## src/rtl/wr_status_mux.sv

```systemverilog
module wr_status_mux #(
  parameter int ADDR_W = 17,
  parameter int DATA_W = 8
) (
  input  logic              clk,
  input  logic              rst_n,
  input  logic              rd_en,
  input  logic [ADDR_W-1:0] rd_addr,
  output logic [ADDR_W-1:0] arr_addr,
  input  logic [DATA_W-1:0] arr_data,
  input  logic [DATA_W-1:0] last_byte,
  input  logic              load_active,
  input  logic              prog_active,
  input  logic              abort_flag,
  input  logic              prot_flag,
  output logic [DATA_W-1:0] rd_data
);
  localparam int L_POLL = 7;
  localparam int L_TOG  = 6;
  localparam int L_PH   = 5;
  localparam int L_ABT  = 1;
  localparam int L_PROT = 0;

  logic prog_q, tog, start, busy, tog_now;
  logic [DATA_W-1:0] status;

  assign arr_addr = rd_addr;
  assign start    = prog_active & ~prog_q;
  assign busy     = load_active | prog_active;
  assign tog_now  = prog_active & ~start & tog;

  always_comb begin
    status         = '0;
    status[L_POLL] = last_byte[L_POLL] ^ prog_active;
    status[L_TOG]  = tog_now;
    status[L_PH]   = prog_active;
    status[L_ABT]  = abort_flag;
    status[L_PROT] = prot_flag;
  end

  always_ff @(posedge clk or negedge rst_n) begin
    if (!rst_n) begin
      prog_q <= 1'b0;
      tog    <= 1'b0;
    end else begin
      prog_q <= prog_active;
      if (start)                   tog <= rd_en;
      else if (rd_en && prog_active) tog <= ~tog;
    end
  end

  always_ff @(posedge clk or negedge rst_n) begin
    if (!rst_n)     rd_data <= '0;
    else if (rd_en) rd_data <= busy ? status : arr_data;
  end
endmodule


```

## config.mk

```make
export PLATFORM = sky130hd
export DESIGN_NAME = wr_status_mux
export DESIGN_NICKNAME = d
export VERILOG_FILES = /design/src/rtl/wr_status_mux.sv
export SDC_FILE = /design/constraint.sdc
export NUM_CORES = 1
export LEC_CHECK = 0
export ABC_AREA = 0
export BUFFER_PORTS_ARGS = -buffer_cell sky130_fd_sc_hd__buf_4
export CAP_MARGIN = 20
export CORE_ASPECT_RATIO = 0.75
export CORE_UTILIZATION = 33
export CTS_CLUSTER_DIAMETER = 80
export DETAILED_ROUTE_END_ITERATION = 6
export PLACE_DENSITY = 0.78
export SYNTH_ARGS = -nofsm -noshare
export SYNTH_HDL_FRONTEND = slang
export SYNTH_SLANG_ARGS = --single-unit
```

## constraint.sdc

```tcl
create_clock -name clk -period 1 [get_ports clk]
set_input_delay 0.2 -clock clk [delete_from_list [all_inputs] [get_ports clk]]
set_output_delay 0.2 -clock clk [all_outputs]
set_load 0.02 [all_outputs]
```

======== After elaboration in Yosys (flattened, before gate mapping) ========
Index checks and enable logic that the tools add are counted.
storage, ports and cells
  logic and storage cells ................. 16
  register bits ........................... 10
  RAM bits ................................ 0
  memory bits (read-only) ................. 0
  memories ................................ 0
  output and inout port bits .............. 25
  bits in latches ......................... 0
operators by class
  div/mod/pow operators ................... 0
  mux-type cells .......................... 3
  equality and inequality tests ........... 0
  $add $sub $neg .......................... 0
  reduce and logical (&&, ||, !) cells .... 2
  $mul .................................... 0
  bitwise gates (word level) .............. 8
  shift-type cells ........................ 0
  $lt $le $gt $ge ......................... 0
operators by type and width
  operator             count
  $mux W8              1
  $and A1 B1 Y1        3
  $not A1 Y1           3
  $mux W1              2
  $reduce_bool A2 Y1   1
  $logic_and A1 B1 Y1  1
  $or A1 B1 Y1         1
  $xor A1 B1 Y1        1

======== Logic depth before layout (Yosys ltp) ========
  depth in word-level cells ............... 6
  depth in mapped cells ................... 4
  depth with buffers taken out ............ 3

======== Worst setup path before layout ========
Ideal clock, no wire load.
  path type ............................... input port to flip-flop
  from .................................... input prog_active
  to ...................................... register rd_data[0]
  data arrival time ....................... 693 ps
  buffers on the path ..................... 1
  library setup time ...................... 126 ps
  slack ................................... 182 ps
  stages .................................. 4
  data required time ...................... 874 ps
  path through ............................ buf_6 nor2_4 mux2i_1 a21oi_1
between the ends
  cells in the longest elaborated chain, start to end .. 2
ends and longest elaborated chain
  item                    line  source
  start: declaration      13    input logic prog_active,
  $or A1 B1 Y1            29    assign busy = load_active | prog_active;
  $mux W8                 54    else if (rd_en) rd_data <= busy ? status : arr_data;
  end signal: assignment  54
  end: declaration        16    output logic [DATA_W-1:0] rd_data
No other way between the ends.
A chain may end at the register's enable or synchronous reset.

======== Worst setup path in the final report ========
  from .................................... register rd_data[0]
  to ...................................... output rd_data[0]
No word-level cell between the ends.

==> results.sh <==
export IMPL_drc=0
export IMPL_post_route_min_period_ns=1.002
export IMPL_mostFrequentLayoutCells="buf_4, dfrtp_1, buf_6, a21oi_1, inv_1"
export IMPL_syn_area_um2=589.3
export IMPL_dieArea_um2=1960
export IMPL_root_buffer="clkbuf_4"
export IMPL_drt_iter0_drc=3
export IMPL_routed_wirelength_um=1035
export IMPL_outcome="finished, violations left"
export IMPL_path_clk_slew_ns=0.07
export IMPL_worstMarginPinSlew_ns=0.1772
export IMPL_syn_nets=103
export IMPL_insertion_delay_ns=0.27
export IMPL_p_leak_nw=0.3519
export IMPL_die_w_um=50.80
export IMPL_synthMuxAreaShare_pct=5.945
export IMPL_seq_area_um2=250.2
export IMPL_cts_sinks=10
export IMPL_violations="setup timing"
export IMPL_rsz0062_at_grt="true"
export IMPL_worst_path_buf_inv=1
export IMPL_antenna_found_initial=0
export IMPL_grt_overflow=0
export IMPL_cts_inserted_buffers=3
export IMPL_power_density_nw_per_um2=1461
export IMPL_cp_end_kind="primary output"
export IMPL_gp_congestion=0.6718
export IMPL_arrival_ns=0.80
export IMPL_skew_ns=0.005745
export IMPL_htreeDepth=1
export IMPL_path_class="flip-flop to primary output"
export IMPL_yosys_warnings=0
export IMPL_place_ws_ns=0.04401
export IMPL_routedWlPerCell_um=10.89
export IMPL_multi_input_area_um2=171.4
export IMPL_first_pass_iters=2
export IMPL_synth_fa_ha_area_share_pct=0
export IMPL_syn_avg_cell_area_um2=9.354
export IMPL_max_slew_margin_pct=88.19
export IMPL_hp_class="primary input to flip-flop"
export IMPL_initial_core_util_pct=37.38
export IMPL_synth_compound_area_share_pct=13.38
export IMPL_coreArea_um2=1577
export IMPL_setup_slack_ns=-0.002451
export IMPL_clock_path_buffers=2
export IMPL_grt_pass1_vias=385
export IMPL_fin_util_pct=46.83
export IMPL_vias=417
export IMPL_n_fill_cell=154
export IMPL_slowest_delay_ns=0.40
export IMPL_synth_seq_area_share_pct=42.46
export IMPL_tns_ns=-0.004194
export IMPL_critPathTopFamily="flip-flops"
export IMPL_ys_ff_latch=10
export IMPL_tritoncts="built"
export IMPL_synth_cell_types=17
export IMPL_ios=65
export IMPL_dp_hpwl_um=744.8
export IMPL_synthSimpleGateAreaFrac_pct=9.766
export IMPL_cp_start_kind="flip-flop"
export IMPL_rows=12
export IMPL_crit_chain="buf_6"
export IMPL_synthXorXnorAreaFrac_pct=0
export IMPL_syn2layout_area_growth_pct=25.27
export IMPL_synthCells=63
export IMPL_critPathRequiredTime_ns=0.80
export IMPL_worstPathMaxFanout=2
export IMPL_fp_dieH_um=38.60
export IMPL_hold_viol_final=0
export IMPL_nets=115
export IMPL_layout_commonest_cell="buf_4"
export IMPL_drive_gt1_share_pct=44.59
export IMPL_vdd_ir_drop_worst_mv=0.8735
export IMPL_maxCapViolations=0
export IMPL_port_buffers=23
export IMPL_slew_violations=0
export IMPL_num_antenna_cells=0
export IMPL_drt_antenna_violating_nets=0
export IMPL_grt_max_degree=20
export IMPL_grt_pass1_wl_um=1587
export IMPL_via_per_inst=4.389
export IMPL_grt_util_all_layers_pct=11.73
export IMPL_setup_violations=2
export IMPL_cp_slowest_cell="dfrtp_1"
export IMPL_final_period_utilization_pct=100.2
export IMPL_max_clock_freq_ghz=0.9976
export IMPL_synth_top_family_by_area="buffers and inverters"
-- where the power goes --
group | internal, mW | switching, mW | leakage (nW) | total [mW]
sequential | 0.441 | 0.0266 | 0.120 | 0.468
combinational | 0.136 | 0.111 | 0.211 | 0.247
clock | 0.221 | 0.142 | 0.0210 | 0.363
-- per-layer routing --
metal	track usage [%]	share of wire (%)	vias up
met4	5.556	0.97	0
met2	19.00	47	22
met3	8.235	12	4
li1	-	-	211
met5	0	0	-
met1	11.62	40	180
-- area by class of cell --
type	count	share of cell area, %
multi-input cells	28	23.22
inverters	5	2.542
flip-flops and latches	10	33.90
clock buffers	4	4.915
well taps	21	3.559
repair buffers	27	31.86
-- kinds of logic (layout without fill, tap and decap cells) --
group                  count (synthesis)  in the layout
AND/OR/NAND/NOR                       11             11
multiplexers                           3              3
buffers and inverters                 25             36
AO/OA/AOI/OAI                         14             14
flip-flops                            10             10
-- worst paths after layout --
kind	startpoint	endpoint	slack [ns]	cells past startpoint
max in group asynchronous	rst_n	tog$_DFFE_PN0P_	0.57	2
min in group asynchronous	rst_n	rd_data[0]$_DFFE_PN0P_	0.28	2
worst max-delay path	rd_data[0]$_DFFE_PN0P_	rd_data[0]	-0.002	1
worst min register to register	rd_data[7]$_DFFE_PN0P_	rd_data[7]$_DFFE_PN0P_	0.53	2
worst max register to register	rd_data[6]$_DFFE_PN0P_	rd_data[6]$_DFFE_PN0P_	0.23	3
worst min-delay path	prog_active	prog_q$_DFF_PN0_	0.13	1
-- cell usage after synthesis --
cell type / count / area (µm²)
mux2i_1: 2 / 20.02
o211ai_2: 1 / 12.51
buf_2: 2 / 10.01
mux2_4: 1 / 15.01
a21oi_1: 7 / 35.03
o21ai_1: 4 / 20.02
inv_1: 5 / 18.77
a31oi_1: 1 / 6.260
nor3b_1: 1 / 7.510
buf_6: 1 / 11.26
nand3_1: 4 / 20.02
dfrtp_1: 10 / 250.2
nand2_1: 1 / 3.750
nor2_4: 1 / 11.26
o21ai_0: 1 / 5.000
nor2_1: 4 / 15.01
buf_4: 17 / 127.6
-- registers in the layout, summed over array words and instances, names as in the netlist --
| name | cells |
|---|---|
| prog_q | 1 |
| tog | 1 |
| rd_data | 8 |
-- stage by stage --
stage | hold slack (ns) | std cells | power [mW] | area (µm²)
2_1_floorplan | -0.09559 | 63 | 0.6775 | 589.3
3_3_place_gp | 0.03161 | 87 | 0.6821 | 639.4
3_5_place_dp | 0.03573 | 87 | 0.6860 | 639.4
4_1_cts | 0.1222 | 94 | 1.087 | 730.7
5_1_grt | 0.1198 | 95 | 1.148 | 738.2
6_report | 0.1340 | 95 | 1.078 | 738.2
-- repair_timing --
item | in CTS | in global routing
setup endpoints to repair | 8 | 8
setup buffers | 2 | 1
hold buffers | 1 | 0
hold endpoints to repair | 10 | 0
gates resized for setup | 8 | 0
Note: power is estimated with default switching activity, not from simulation.
